### src/rtl/i2c_ctrl_pkg.sv
package i2c_ctrl_pkg;

    localparam int REG_W     = 8;
    localparam int BIT_ERR   = 7;
    localparam int BIT_IE    = 6;
    localparam int BIT_RST   = 5;
    localparam int BIT_MST   = 4;
    localparam int BIT_ACK   = 3;
    localparam int BIT_GCA   = 2;
    localparam int CFG_N     = 3;

    typedef enum logic [1:0] {
        ST_SLAVE    = 2'd0,
        ST_MASTER   = 2'd1,
        ST_STOPPING = 2'd2
    } mode_t;

    typedef struct packed {
        logic start;
        logic rstart;
        logic stop;
    } req_t;

endpackage

### src/rtl/i2c_ctrl_errflag.sv
module i2c_ctrl_errflag (
    input  logic clk,
    input  logic rst_n,
    input  logic bad_cond,
    input  logic busy,
    input  logic wr_en,
    input  logic wr_bit,
    output logic err_hit,
    output logic err,
    output logic enable_clr
);

    assign err_hit = bad_cond & busy;

    always_ff @(posedge clk) begin
        if (!rst_n) begin
            err        <= 1'b0;
            enable_clr <= 1'b0;
        end else begin
            enable_clr <= err_hit & ~err;
            if (err_hit) begin
                err <= 1'b1;
            end else if (wr_en && !wr_bit) begin
                err <= 1'b0;
            end
        end
    end

endmodule

### src/rtl/i2c_ctrl_cfgbits.sv
module i2c_ctrl_cfgbits #(
    parameter int N = 3
) (
    input  logic         clk,
    input  logic         rst_n,
    input  logic         load,
    input  logic [N-1:0] din,
    output logic [N-1:0] q
);

    for (genvar g = 0; g < N; g++) begin : g_bit
        always_ff @(posedge clk) begin
            if (!rst_n) begin
                q[g] <= 1'b0;
            end else if (load) begin
                q[g] <= din[g];
            end
        end
    end

endmodule

### src/rtl/i2c_ctrl_mode_fsm.sv
module i2c_ctrl_mode_fsm
    import i2c_ctrl_pkg::*;
(
    input  logic  clk,
    input  logic  rst_n,
    input  logic  wr_en,
    input  logic  wr_master,
    input  logic  wr_rstart,
    input  logic  xfer_int,
    input  logic  xfer_done,
    input  logic  arb_lost,
    input  logic  err_hit,
    output mode_t state,
    output req_t  req
);

    mode_t nxt;
    req_t  req_nxt;

    always_comb begin
        nxt     = state;
        req_nxt = '0;
        if (err_hit) begin
            nxt = ST_SLAVE;                         // T_ERR
        end else if (arb_lost && state != ST_SLAVE) begin
            nxt = ST_SLAVE;                         // T_ARB
        end else if (xfer_done && state == ST_STOPPING) begin
            nxt = ST_SLAVE;                         // T_DONE
        end else if (wr_en) begin
            unique case (state)
                ST_SLAVE: begin
                    if (wr_master) begin
                        nxt           = ST_MASTER;  // T_START
                        req_nxt.start = 1'b1;
                    end
                end
                ST_MASTER: begin
                    if (!wr_master) begin
                        req_nxt.stop = 1'b1;
                        nxt = xfer_int ? ST_SLAVE : ST_STOPPING; // T_STOP_NOW / T_STOP_DEFER
                    end else if (wr_rstart) begin
                        req_nxt.rstart = 1'b1;      // T_RSTART
                    end
                end
                ST_STOPPING: begin
                    nxt = ST_STOPPING;
                end
                default: begin
                    nxt = ST_SLAVE;
                end
            endcase
        end
    end

    always_ff @(posedge clk) begin
        if (!rst_n) begin
            state <= ST_SLAVE;
        end else begin
            state <= nxt;
        end
    end

    always_ff @(posedge clk) begin
        if (!rst_n) begin
            req <= '0;
        end else begin
            req <= req_nxt;
        end
    end

endmodule

### src/rtl/i2c_ctrl_readmux.sv
module i2c_ctrl_readmux
    import i2c_ctrl_pkg::*;
(
    input  logic             rd_en,
    input  logic             rmw,
    input  logic             err,
    input  logic             ie,
    input  logic             mst,
    input  logic             ack,
    input  logic             gca,
    output logic [REG_W-1:0] rdata
);

    logic [REG_W-1:0] view;

    always_comb begin
        view          = '0;
        view[BIT_ERR] = err | rmw;
        view[BIT_IE]  = ie;
        view[BIT_MST] = mst;
        view[BIT_ACK] = ack;
        view[BIT_GCA] = gca;
        rdata         = rd_en ? view : '0;
    end

endmodule

### src/rtl/i2c_ctrl_reg.sv
module i2c_ctrl_reg
    import i2c_ctrl_pkg::*;
(
    input  logic             clk,
    input  logic             rst_n,
    input  logic             reg_wr,
    input  logic [REG_W-1:0] reg_wdata,
    input  logic             reg_rd,
    input  logic             reg_rmw,
    output logic [REG_W-1:0] reg_rdata,
    input  logic             bus_bad_cond,
    input  logic             bus_busy,
    input  logic             bus_arb_lost,
    input  logic             bus_xfer_done,
    input  logic             bus_xfer_int,
    output logic             start_req,
    output logic             rstart_req,
    output logic             stop_req,
    output logic             master_mode,
    output logic             halt,
    output logic             enable_clr,
    output logic             err_irq,
    output logic             ack_en,
    output logic             gcall_ack_en
);

    logic             err_hit;
    logic             err;
    logic [CFG_N-1:0] cfg_q;
    logic [CFG_N-1:0] cfg_d;
    mode_t            state;
    req_t             req;
    logic             wdata_unused;

    assign wdata_unused = ^reg_wdata[1:0];
    assign cfg_d = {reg_wdata[BIT_IE], reg_wdata[BIT_ACK], reg_wdata[BIT_GCA]};

    i2c_ctrl_errflag u_err (
        .clk        (clk),
        .rst_n      (rst_n),
        .bad_cond   (bus_bad_cond),
        .busy       (bus_busy),
        .wr_en      (reg_wr),
        .wr_bit     (reg_wdata[BIT_ERR]),
        .err_hit    (err_hit),
        .err        (err),
        .enable_clr (enable_clr)
    );

    i2c_ctrl_cfgbits #(.N(CFG_N)) u_cfg (
        .clk   (clk),
        .rst_n (rst_n),
        .load  (reg_wr),
        .din   (cfg_d),
        .q     (cfg_q)
    );

    i2c_ctrl_mode_fsm u_fsm (
        .clk       (clk),
        .rst_n     (rst_n),
        .wr_en     (reg_wr),
        .wr_master (reg_wdata[BIT_MST]),
        .wr_rstart (reg_wdata[BIT_RST]),
        .xfer_int  (bus_xfer_int),
        .xfer_done (bus_xfer_done),
        .arb_lost  (bus_arb_lost),
        .err_hit   (err_hit),
        .state     (state),
        .req       (req)
    );

    i2c_ctrl_readmux u_rd (
        .rd_en (reg_rd),
        .rmw   (reg_rmw),
        .err   (err),
        .ie    (cfg_q[2]),
        .mst   (state == ST_MASTER),
        .ack   (cfg_q[1]),
        .gca   (cfg_q[0]),
        .rdata (reg_rdata)
    );

    assign start_req    = req.start;
    assign rstart_req   = req.rstart;
    assign stop_req     = req.stop;
    assign master_mode  = (state != ST_SLAVE);
    assign halt         = err;
    assign err_irq      = err & cfg_q[2];
    assign ack_en       = cfg_q[1];
    assign gcall_ack_en = cfg_q[0];

endmodule

### config.mk
export PLATFORM = sky130hd
export DESIGN_NAME = i2c_ctrl_reg
export DESIGN_NICKNAME = d
export VERILOG_FILES = /design/src/rtl/i2c_ctrl_pkg.sv /design/src/rtl/i2c_ctrl_errflag.sv /design/src/rtl/i2c_ctrl_cfgbits.sv /design/src/rtl/i2c_ctrl_mode_fsm.sv /design/src/rtl/i2c_ctrl_readmux.sv /design/src/rtl/i2c_ctrl_reg.sv
export SDC_FILE = /design/constraint.sdc
export NUM_CORES = 1
export LEC_CHECK = 0
export BUFFER_PORTS_ARGS = -buffer_cell sky130_fd_sc_hd__buf_2
export CAP_MARGIN = 20
export CORE_AREA = 10 10 47 49
export DETAILED_ROUTE_END_ITERATION = 6
export DIE_AREA = 0 0 57 59
export GPL_TIMING_DRIVEN = 0
export PLACE_DENSITY = 0.79
export SLEW_MARGIN = 0
export SYNTH_ARGS = -nofsm -noshare
export SYNTH_HDL_FRONTEND = slang
export SYNTH_SLANG_ARGS = --single-unit
### constraint.sdc
create_clock -name clk -period 1.6 [get_ports clk]
set_input_delay 0.24 -clock clk [delete_from_list [all_inputs] [get_ports clk]]
set_output_delay 0.24 -clock clk [all_outputs]
set_load 0.01 [all_outputs]
# After elaboration in Yosys (flattened, before gate mapping)
# Index checks and enable logic that the tools add are counted.
[totals] reg_bits=10 mem_bits_rw=0 latch_bits=0 output_inout_bits=17 n_memories=0 mem_bits_ro=0
[classes] mul=0 n_bitwise=10 n_div=0 add_sub_neg=0 mux=10 magnitude_cmp=0 n_shift=0 eq_ne=4 reduce_logical=12
[ops] operator="6-bit OR reduction" count=2
[ops] operator="8-bit 2-to-1 mux" count=1
[ops] operator="7-bit OR reduction" count=1
[ops] operator="2-bit 2-to-1 mux" count=3
[ops] operator="1-bit inverter" count=6
[ops] operator="2-bit case mux with 3 select lines" count=1
[ops] operator="1-bit 2-to-1 mux" count=5
[ops] operator="2-bit != test, second input constant" count=2
[ops] operator="2-bit nonzero test" count=2
[ops] operator="4-bit OR reduction" count=1
[ops] operator="1-bit bitwise AND" count=3
[ops] operator="1-bit logical AND" count=3
[ops] operator="3-bit AND reduction" count=1
[ops] operator="2-bit by 1-bit == test with 1-bit output, second input constant" count=1
[ops] operator="2-bit == test, second input constant" count=1
[ops] operator="2-bit zero test" count=1
[ops] operator="1-bit zero test" count=1
[ops] operator="1-bit OR" count=1

# Logic depth before layout (Yosys ltp)
# Gate-level depths: netlist (run 1).
[depth] ltp_word=4 depth_mapped=4

# By module
# A second synthesis (run 1) with hierarchy kept.
[unflattened] cells_unflattened=49 hier_area_um2=469.2
[modules_own_cells] module="i2c_ctrl_mode_fsm" area_each_um2=206.4 instances=1 cells_per_inst=21
[modules_own_cells] module="i2c_ctrl_cfgbits" area_each_um2=108.9 instances=1 cells_per_inst=9
[modules_own_cells] module="i2c_ctrl_errflag" area_each_um2=76.3 instances=1 cells_per_inst=7
[modules_own_cells] module="i2c_ctrl_readmux" area_each_um2=58.8 instances=1 cells_per_inst=9
[modules_own_cells] module="i2c_ctrl_reg" area_each_um2=18.8 instances=1 cells_per_inst=3

# Least setup slack after synthesis (run 1)
# Ideal clock, no wire load.
[synth_timing] path_type="reg-to-reg" from="register u_fsm.state[0]" to="register, netlist name u_fsm.req[1]" period_less_slack_ns=1.096 slack_ns=0.504 t_arrival_ns=1.008 setup_time_ns=0.087 path_stages_with_launch=4 path_buffers=0 cell_sequence="dfxtp_1 or2_1 o21a_2 nor4b_2"
[synth_between] elab_chain_cells=3
[synth_rtl] item="from (decl)" line="i2c_ctrl_mode_fsm.sv:13" source="output mode_t state,"
[synth_rtl] item="from (signal assigned)" line="i2c_ctrl_mode_fsm.sv:59" source="state <= nxt;"
[synth_rtl] item="2-bit nonzero test"
[synth_rtl] item="net master_mode" line="i2c_ctrl_reg.sv:19" source="output logic master_mode,"
[synth_rtl] item="1-bit logical AND" line="i2c_ctrl_mode_fsm.sv:25" source="end else if (arb_lost && state != ST_SLAVE) begin"
[synth_rtl] item="7-bit OR reduction (no source line)"
# The timed path passes the listed nets, and every way through them passes these cells.
# A chain may end at the register's enable or synchronous reset.

# Worst setup path after layout (run 1)
[layout_timing] from="register u_fsm.state[0]" to="output port master_mode"
[layout_between] elab_chain_cells=1
[layout_rtl] item="2-bit nonzero test" line="i2c_ctrl_reg.sv:86" source="assign master_mode = (state != ST_SLAVE);"
[layout_rtl] item="to (decl)" line="i2c_ctrl_reg.sv:19"
# Every way passes these cells.

==> flow_metrics.env, run 1 <==
export IMPL_drc=0
export IMPL_utilization_pct=48.21
export IMPL_stdcell_area_um2=675.6
export IMPL_cp_start_kind="register"
export IMPL_grt_pass1_wl_mm=2.035
export IMPL_drtIter0Drc=2
export IMPL_p_leak_nw=0.3574
export IMPL_holdBufCountCts=0
export IMPL_chipWidth_um=57
export IMPL_max_freq_mhz=786.3
export IMPL_dr_pass1_iters=2
export IMPL_htree_levels=1
export IMPL_design_core_area_um2=1401
export IMPL_fin_crit_sh_pct=79.49
export IMPL_fin_setup_tns_ns=0
export IMPL_cp_required_ns=1.36
export IMPL_async_flop_share_pct=0
export IMPL_switchingPower_w=0.0001270
export IMPL_comb_power_share_pct=17.3
export IMPL_critical_path_class="register to primary output"
export IMPL_p_clk_share_pct=31.4
export IMPL_postCtsResizedCells=0
export IMPL_root_buffer="clkbuf_4"
export IMPL_fp_dieH_um=59
export IMPL_clock_path_buffers=2
export IMPL_avgSynthCellArea_um2=9.907
export IMPL_maxCapViolCount=0
export IMPL_antenna_cells=0
export IMPL_path_clk_slew_ns=0.06
export IMPL_first_global_vias=481
export IMPL_dp_hpwl_mm=1.058
export IMPL_crit_fanout=5
export IMPL_switching_share_pct=24.50
export IMPL_cts_tree="built"
export IMPL_initial_core_util_pct=34.64
export IMPL_synth_distinct_cells=24
export IMPL_die_area_um2=3363
export IMPL_crit_path_cell_trace="or2_1 -> buf_2"
export IMPL_drive_gt1_share_pct=51.22
export IMPL_grt_setup_unrepaired="false"
export IMPL_cts_setup_buffers=0
export IMPL_wire_per_inst_um=12.42
export IMPL_postPlaceCellArea_um2=653.1
export IMPL_area_growth_pct=39.18
export IMPL_p_int_w=0.0003913
export IMPL_place_congestion=0.6608
export IMPL_ys_seq_area_share_pct=41.24
export IMPL_seq_power_share_pct=51.3
export IMPL_cp_slowest_cell="dfxtp_1"
export IMPL_syn_inst=49
export IMPL_std_cell_rows=14
export IMPL_path_buf_inv=1
export IMPL_arrival_ns=1.03
export IMPL_cts_buffers=3
export IMPL_ys_ff_latch=10
export IMPL_drtAntennaViolNets=0
export IMPL_numPortBuffers=28
export IMPL_setup_viol=0
export IMPL_final_nets=102
export IMPL_ios=35
export IMPL_synth_edf_count=0
export IMPL_skew_ns=0.004349
export IMPL_vdd_drop_max_uv=322.0
export IMPL_crit_family="flip-flops"
export IMPL_vias_per_cell=4.582
export IMPL_slew_viol_final=0
export IMPL_dr_total_vias=449
export IMPL_power_density_nw_per_um2=767.0
export IMPL_yosysWarnings=0
export IMPL_grt_max_degree=8
export IMPL_min_period_ns=1.272
export IMPL_synthesis_area_um2=485.5
export IMPL_grt_usage_pct=7.742
export IMPL_slowest_delay_ns=0.35
export IMPL_hold_class="primary input to register"
export IMPL_end_kind="primary output"
export IMPL_wl_mm=1.217
export IMPL_final_hold_violation_count=0
export IMPL_grt_overflow=0
export IMPL_clk_insertion_delay_late_ns=0.26
export IMPL_cts_sinks=10
export IMPL_synthFlopType="dfxtp_1"
export IMPL_antenna_found_initial=0
export IMPL_status="finished clean"
## worst reg2reg max path, cell delays in order, from the launching register on
cell and delay [ns]:
dfxtp_1 0.42, nand2_4 0.07, or4_4 0.41, a211oi_2 0.18
## power groups by stage
stage | logic [W] | clock network (W) | registers (W)
2_1_floorplan | 0.0000483 | 0 | 0.000274
3_3_place_gp | 0.0000887 | 0 | 0.000271
3_5_place_dp | 0.0000910 | 0 | 0.000271
4_1_cts | 0.0000909 | 0.000173 | 0.000266
5_1_grt | 0.0000988 | 0.000191 | 0.000267
6_report | 0.0000895 | 0.000163 | 0.000266
## stage by stage
step	instances	setup WS, ns	hold WS, ns	power, W
finish	98	0.3282	0.2177	0.0005182
global route	98	0.2636	0.1951	0.0005571
CTS	98	0.3078	0.2114	0.0005301
detailed placement	95	0.4507	0.4887	0.0003621
global placement	95	0.4740	0.4781	0.0003598
floorplan	51	0.5042	0.3114	0.0003220
## routing by layer
metal | part of all wire [%] | track usage [%]
met1 | 41 | 7.262
met2 | 47 | 11.78
met3 | 12 | 5.794
met4 | 0 | 5.034
met5 | 0 | 0
## cells by family after synthesis
group,Yosys count,share of synthesized area [%]
compound gates,6,9.535
other cells,1,0.7725
buf+inv,5,7.731
flops,10,41.24
simple gates,24,34.54
mux,3,6.186
## layout make-up
class | instances | area (µm²)
multi-input cells | 36 | 255.2
plain buffers | 4 | 33.78
fillers | 146 | 725.7
clock buffers | 3 | 22.52
well taps | 16 | 20.02
flip-flops and latches | 10 | 200.2
repair buffers | 28 | 140.1
inverters | 1 | 3.754
## cell usage after synthesis, types with 2 or more instances
cell,instances,area [µm²]
and2_1,4,25.02
buf_4,3,22.52
dfxtp_1,10,200.2
mux2i_1,3,30.03
nand2_1,5,18.77
nor2b_1,4,25.02
nor3_1,2,10.01
nor4b_2,2,30.03
## sequential cells by signal (all words and copies together), names as in the netlist
name	count
u_err.enable_clr	1
u_err.err	1
u_fsm.req	3
u_cfg.q	3
u_fsm.state	2
## layout by cell type (no fill, tap or decap), types with 2 or more instances in the layout
cell,count
and2_1,4
buf_2,28
buf_4,3
clkbuf_4,3
conb_1,3
dfxtp_1,10
mux2i_1,3
nand2_1,5
nor2b_1,4
nor3_1,2
nor4b_2,2
## path summary, 6_finish.rpt
check	to	slack, ns	cells after the start	startpoint
worst max-delay path	master_mode	0.33	2	u_fsm.state[0]
worst min-delay path	u_fsm.req[0]	0.22	2	reg_wdata[4]
worst max register to register	u_fsm.state[1]	0.45	3	u_fsm.state[0]
worst min register to register	u_err.enable_clr	0.51	1	u_err.err
No activity file was read; power rests on OpenSTA's default activity.
==> inputs of run 2 (changes only) <==
==> constraint.sdc (replaced) <==
create_clock -name clk -period 1.2 [get_ports clk]
set_input_delay 0.18 -clock clk [delete_from_list [all_inputs] [get_ports clk]]
set_output_delay 0.18 -clock clk [all_outputs]
set_load 0.01 [all_outputs]
==> flow_metrics.env, run 2 (same netlist as run 1, synthesis figures left out) <==
export IMPL_status="finished clean"
export IMPL_slew_viol_final=0
export IMPL_pre_cts_ws_ns=0.05074
export IMPL_htree_levels=1
export IMPL_switching_share_pct=24.48
export IMPL_fin_crit_sh_pct=97.38
export IMPL_dr_total_vias=455
export IMPL_drtAntennaViolNets=0
export IMPL_utilization_pct=49.73
export IMPL_place_congestion=0.6608
export IMPL_path_clk_slew_ns=0.06
export IMPL_chipWidth_um=57
export IMPL_numPortBuffers=28
export IMPL_min_period_ns=1.169
export IMPL_fillCellCount=142
export IMPL_wl_mm=1.236
export IMPL_comb_power_share_pct=17.8
export IMPL_drive_gt1_share_pct=55.42
export IMPL_cp_start_kind="register"
export IMPL_drtIter0Drc=1
export IMPL_area_growth_pct=43.56
export IMPL_finalPower_w=0.0006933
export IMPL_skew_ns=0.004433
export IMPL_grt_setup_unrepaired="true"
export IMPL_end_kind="primary output"
export IMPL_setup_viol=0
export IMPL_postPlaceCellArea_um2=653.1
export IMPL_final_cell_mix="27 x buf_2, 8 x dfxtp_1, 5 x nand2_1"
export IMPL_wire_per_inst_um=12.48
export IMPL_crit_family="flip-flops"
export IMPL_slowest_delay_ns=0.35
export IMPL_crit_path_cell_trace="or2_4 -> buf_6"
export IMPL_crit_fanout=4
export IMPL_ff_latch_area_um2=205.2
export IMPL_fp_dieH_um=59
export IMPL_worst_slack_ns=0.03144
export IMPL_vias_per_cell=4.596
export IMPL_power_density_nw_per_um2=994.8
export IMPL_p_leak_nw=0.3651
export IMPL_p_int_w=0.0005236
export IMPL_top_regs="u_cfg.q (3), u_fsm.req (3), u_fsm.state (2)"
export IMPL_path_buf_inv=1
export IMPL_grt_overflow=0
export IMPL_hold_class="primary input to register"
export IMPL_final_common_cell="buf_2"
export IMPL_dr_pass1_iters=2
export IMPL_vdd_drop_max_uv=457.8
export IMPL_seq_power_share_pct=50.9
export IMPL_initial_core_util_pct=34.64
export IMPL_switchingPower_w=0.0001697
export IMPL_antenna_found_initial=0
export IMPL_die_area_um2=3363
export IMPL_first_global_vias=490
export IMPL_final_hold_violation_count=0
export IMPL_final_nets=103
export IMPL_cts_sinks=10
export IMPL_max_freq_mhz=855.8
export IMPL_min_path_cells=2
export IMPL_cts_tree="built"
export IMPL_stdcell_area_um2=696.9
export IMPL_critical_path_class="register to primary output"
export IMPL_design_core_area_um2=1401
export IMPL_dp_hpwl_mm=1.058
export IMPL_reg2regPathDepth=2
export IMPL_arrival_ns=0.99
export IMPL_cts_buffers=3
export IMPL_antenna_cells=0
export IMPL_p_clk_share_pct=31.3
export IMPL_drc=0
export IMPL_clk_insertion_delay_late_ns=0.26
export IMPL_std_cell_rows=14
export IMPL_ios=35
export IMPL_grt_pass1_wl_mm=2.049
export IMPL_grt_usage_pct=7.785
export IMPL_maxCapViolCount=0
export IMPL_grt_max_degree=8
export IMPL_clock_path_buffers=2
export IMPL_path_depth=2
export IMPL_root_buffer="clkbuf_4"
export IMPL_cp_required_ns=1.02
export IMPL_multiInputGateArea_um2=257.7
export IMPL_cp_slowest_cell="dfxtp_4"
## run 2: cell types whose count changed in the layout (fill, tap and decap cells not counted)
cell,previous run,this run
dfxtp_1,10,8
buf_2,28,27
buf_4,3,4
buf_6,1,2
dfxtp_2,0,1
dfxtp_4,0,1
or2_1,1,0
or2_4,0,1
## run 2: path summary, 6_finish.rpt
path	startpoint	to	slack, ns
worst max-delay path	u_fsm.state[1]	master_mode	0.03
worst min-delay path	reg_wdata[4]	u_fsm.req[0]	0.16
worst max register to register	u_fsm.state[1]	u_fsm.state[1]	0.07
worst min register to register	u_err.err	u_err.enable_clr	0.51
## run 2: repair_timing
item | in CTS | in global routing
hold buffers | 0 | 0
setup endpoints to repair | 1 | 1
buffers inserted | 1 | 0
pin swaps | 1 | 0
endpoints found under the hold margin | 0 | 0
resized for setup | 3 | 2
## run 2: cell type report
class / instances / area share [%]
Multi-Input combinational cell: 36 / 36.98
Sequential cell: 10 / 29.44
Tap cell: 16 / 2.873
Timing Repair Buffer: 29 / 22.08
Buffer: 4 / 4.847
Inverter: 1 / 0.5386
Clock buffer: 3 / 3.232
## run 2: per-stage QoR
step           hold WS (ns)  setup TNS [ns]  std cells
2_1_floorplan        0.2514               0         51
3_3_place_gp         0.4237               0         95
3_5_place_dp         0.4287               0         95
4_1_cts              0.1514       -0.005183         99
5_1_grt              0.1351       -0.005388         99
6_report             0.1580               0         99
## run 2: per-layer routing
layer	vias to the layer above	GRT usage [%]	share of wire [%]
li1	229	-	-
met1	205	7.262	40
met4	0	5.034	0
met3	0	5.794	12
met2	21	11.94	48
met5	-	0	0
## run 2: power by group through the flow
stage	Combinational, W	Clock [W]	Sequential (W)
4_1_cts	0.000122	0.000231	0.000353
2_1_floorplan	0.0000644	0	0.000365
3_5_place_dp	0.000121	0	0.000362
6_report	0.000124	0.000217	0.000353
3_3_place_gp	0.000118	0	0.000361
5_1_grt	0.000136	0.000254	0.000355
==> inputs of run 3 (changes only) <==
--- a/config.mk
+++ b/config.mk
@@ -11,8 +11,9 @@
 export DETAILED_ROUTE_END_ITERATION = 6
 export DIE_AREA = 0 0 57 59
 export GPL_TIMING_DRIVEN = 0
-export PLACE_DENSITY = 0.79
+export PLACE_DENSITY = 0.78
 export SLEW_MARGIN = 0
 export SYNTH_ARGS = -nofsm -noshare
 export SYNTH_HDL_FRONTEND = slang
+export SYNTH_HIERARCHICAL = 1
 export SYNTH_SLANG_ARGS = --single-unit
==> flow_metrics.env, run 3 <==
export IMPL_fin_crit_sh_pct=104.6
export IMPL_multiInputGateArea_um2=259.0
export IMPL_grt_met1_usage_pct=6.370
export IMPL_r2r_start="u_fsm/state[1]"
export IMPL_clock_path_buffers=2
export IMPL_final_nets=104
export IMPL_drtIter0Drc=8
export IMPL_ys_seq_area_share_pct=42.67
export IMPL_synth_top_cells_by_count="10 x dfxtp_1, 5 x and2_1, 5 x nor2b_1"
export IMPL_antenna_cells=0
export IMPL_async_flop_share_pct=0
export IMPL_dr_pass1_iters=4
export IMPL_maxCapViolCount=0
export IMPL_end_kind="register"
export IMPL_avgSynthCellArea_um2=9.576
export IMPL_grt_setup_unrepaired="true"
export IMPL_drive_gt1_share_pct=52.38
export IMPL_synth_edf_count=0
export IMPL_ios=35
export IMPL_synthMostInstantiatedCell="dfxtp_1"
export IMPL_crit_fanout=4
export IMPL_ff_latch_area_um2=205.2
export IMPL_cts_buffers=3
export IMPL_die_area_um2=3363
export IMPL_first_global_vias=470
export IMPL_grt_pass1_wl_mm=1.980
export IMPL_critical_path_class="register to register"
export IMPL_cts_tree="built"
export IMPL_initial_core_util_pct=33.48
export IMPL_wl_mm=1.247
export IMPL_drtAntennaViolNets=0
export IMPL_min_from="bus_arb_lost"
export IMPL_grt_busiest_layer="met2"
export IMPL_final_hold_violation_count=0
export IMPL_startpoint="u_fsm/state[1]"
export IMPL_fillCellCount=145
export IMPL_fp_dieH_um=59
export IMPL_arrival_ns=1.42
export IMPL_max_freq_mhz=797.0
export IMPL_vias_per_cell=4.430
export IMPL_antenna_found_initial=0
export IMPL_grt_usage_pct=7.552
export IMPL_violations="setup timing"
export IMPL_numPortBuffers=29
export IMPL_fin_setup_tns_ns=-0.05473
export IMPL_skew_ns=0.004111
export IMPL_area_growth_pct=46.93
export IMPL_crit_path_cell_trace="or4_4 -> a2111oi_4"
export IMPL_p_leak_nw=0.3567
export IMPL_holdBufCountCts=0
export IMPL_vdd_drop_max_uv=490.2
export IMPL_syn_inst=49
export IMPL_final_cell_mix="29 x buf_2, 8 x dfxtp_1, 5 x nor2b_1, 5 x and2_1, 4 x buf_4"
export IMPL_slowest_delay_ns=0.54
export IMPL_power_density_nw_per_um2=1018
export IMPL_synth_top_cell_area_share_pct=42.67
export IMPL_synth_distinct_cells=24
export IMPL_slew_viol_final=0
export IMPL_min_period_ns=1.255
export IMPL_grt_max_degree=9
export IMPL_wire_per_inst_um=12.47
export IMPL_worst_slack_ns=-0.05473
export IMPL_cp_start_kind="register"
export IMPL_path_clk_slew_ns=0.06
export IMPL_htree_levels=1
export IMPL_ys_ff_latch=10
export IMPL_chipWidth_um=57
export IMPL_clk_insertion_delay_late_ns=0.26
export IMPL_synthFlopType="dfxtp_1"
export IMPL_hold_class="primary input to register"
export IMPL_dr_total_vias=443
export IMPL_design_core_area_um2=1401
export IMPL_synthesis_area_um2=469.2
export IMPL_grt_overflow=0
export IMPL_top_regs="u_cfg/q (3), u_fsm/req (3), u_fsm/state (2)"
export IMPL_cp_slowest_cell="or4_4"
export IMPL_status="complete, but fails checks"
export IMPL_setup_viol=1
export IMPL_dp_cells=96
export IMPL_grt_met2_usage_pct=13.18
export IMPL_fin_cells=100
export IMPL_cp_required_ns=1.37
export IMPL_drc=0
export IMPL_hold_ws_ns=0.1109
export IMPL_grt_util_met3_pct=5.794
export IMPL_root_buffer="clkbuf_4"
export IMPL_yosysWarnings=6
export IMPL_final_common_cell="buf_2"
export IMPL_yosysTopAreaCell="dfxtp_1"
export IMPL_ys_top_cells_by_area="dfxtp_1 43%, and2_1 6.7%, nor2b_1 6.7%"
export IMPL_place_congestion=0.7665
export IMPL_std_cell_rows=14
export IMPL_cts_sinks=10
-- run 3: changes by cell type after synthesis, sizes merged, moves of 2 or more --
cell | previous run | this run
nor4b | 2 | 0
and2 | 4 | 6
nand2 | 6 | 4
nand2b | 0 | 2
-- run 3: through the flow --
stage / power (W) / area [µm²] / worst slack [ns] / util (%)
global route: 0.0007546 / 689.4 / -0.09364 / 49.20
floorplan: 0.0004256 / 479.2 / -0.02068 / -
detailed placement: 0.0004845 / 644.4 / -0.08260 / 45.98
CTS: 0.0007161 / 686.9 / -0.05296 / 49.02
global placement: 0.0004835 / 644.4 / -0.07099 / 45.98
finish: 0.0007017 / 689.4 / -0.05473 / 49.20
-- run 3: cells by family after synthesis --
family | share of synthesized area (%)
flip-flops | 42.67
AO/OA/AOI/OAI | 9.333
buffers and inverters | 6.400
AND/OR/NAND/NOR | 34.41
multiplexers | 6.400
other | 0.7992
-- run 3: critical path: cells and delay by family, from the launching register on --
kind	cells	cell delay (ns)
compound gates	1	0.28
flops	1	0.33
simple gates	1	0.54
-- run 3: what timing repair did --
action / in CTS / in global routing
setup buffers: 1 / 0
gates resized for setup: 1 / 1
endpoints found under the setup margin: 1 / 2
pin swaps: 0 / 2
-- run 3: power by group --
group | total (W) | internal (W) | switching (W)
clock | 0.000223 | 0.000116 | 0.000108
combinational | 0.000124 | 0.0000643 | 0.0000597
sequential | 0.000355 | 0.000345 | 0.00000952
-- run 3: area by class of cell --
type	instances	share of cell area [%]
Timing Repair Buffer	30	22.14
Tap cell	16	2.904
Buffer	3	3.267
Sequential cell	10	29.76
Clock buffer	3	3.267
Inverter	2	1.089
Multi-Input combinational cell	36	37.57
-- run 3: metal layers --
layer | part of all wire [%] | vias up
met5 | 0 | -
met4 | 1.1 | 0
met3 | 11 | 3
met2 | 52 | 20
met1 | 36 | 191
li1 | - | 229
-- run 3: path summary, 6_finish.rpt --
check	end	slack, ns	depth (start not counted)
hold reg to reg	u_fsm/req[2]	0.46	1
setup / recovery	u_fsm/state[1]	-0.05	2
setup reg to reg	u_fsm/state[1]	-0.05	2
hold / removal	u_fsm/state[1]	0.11	2
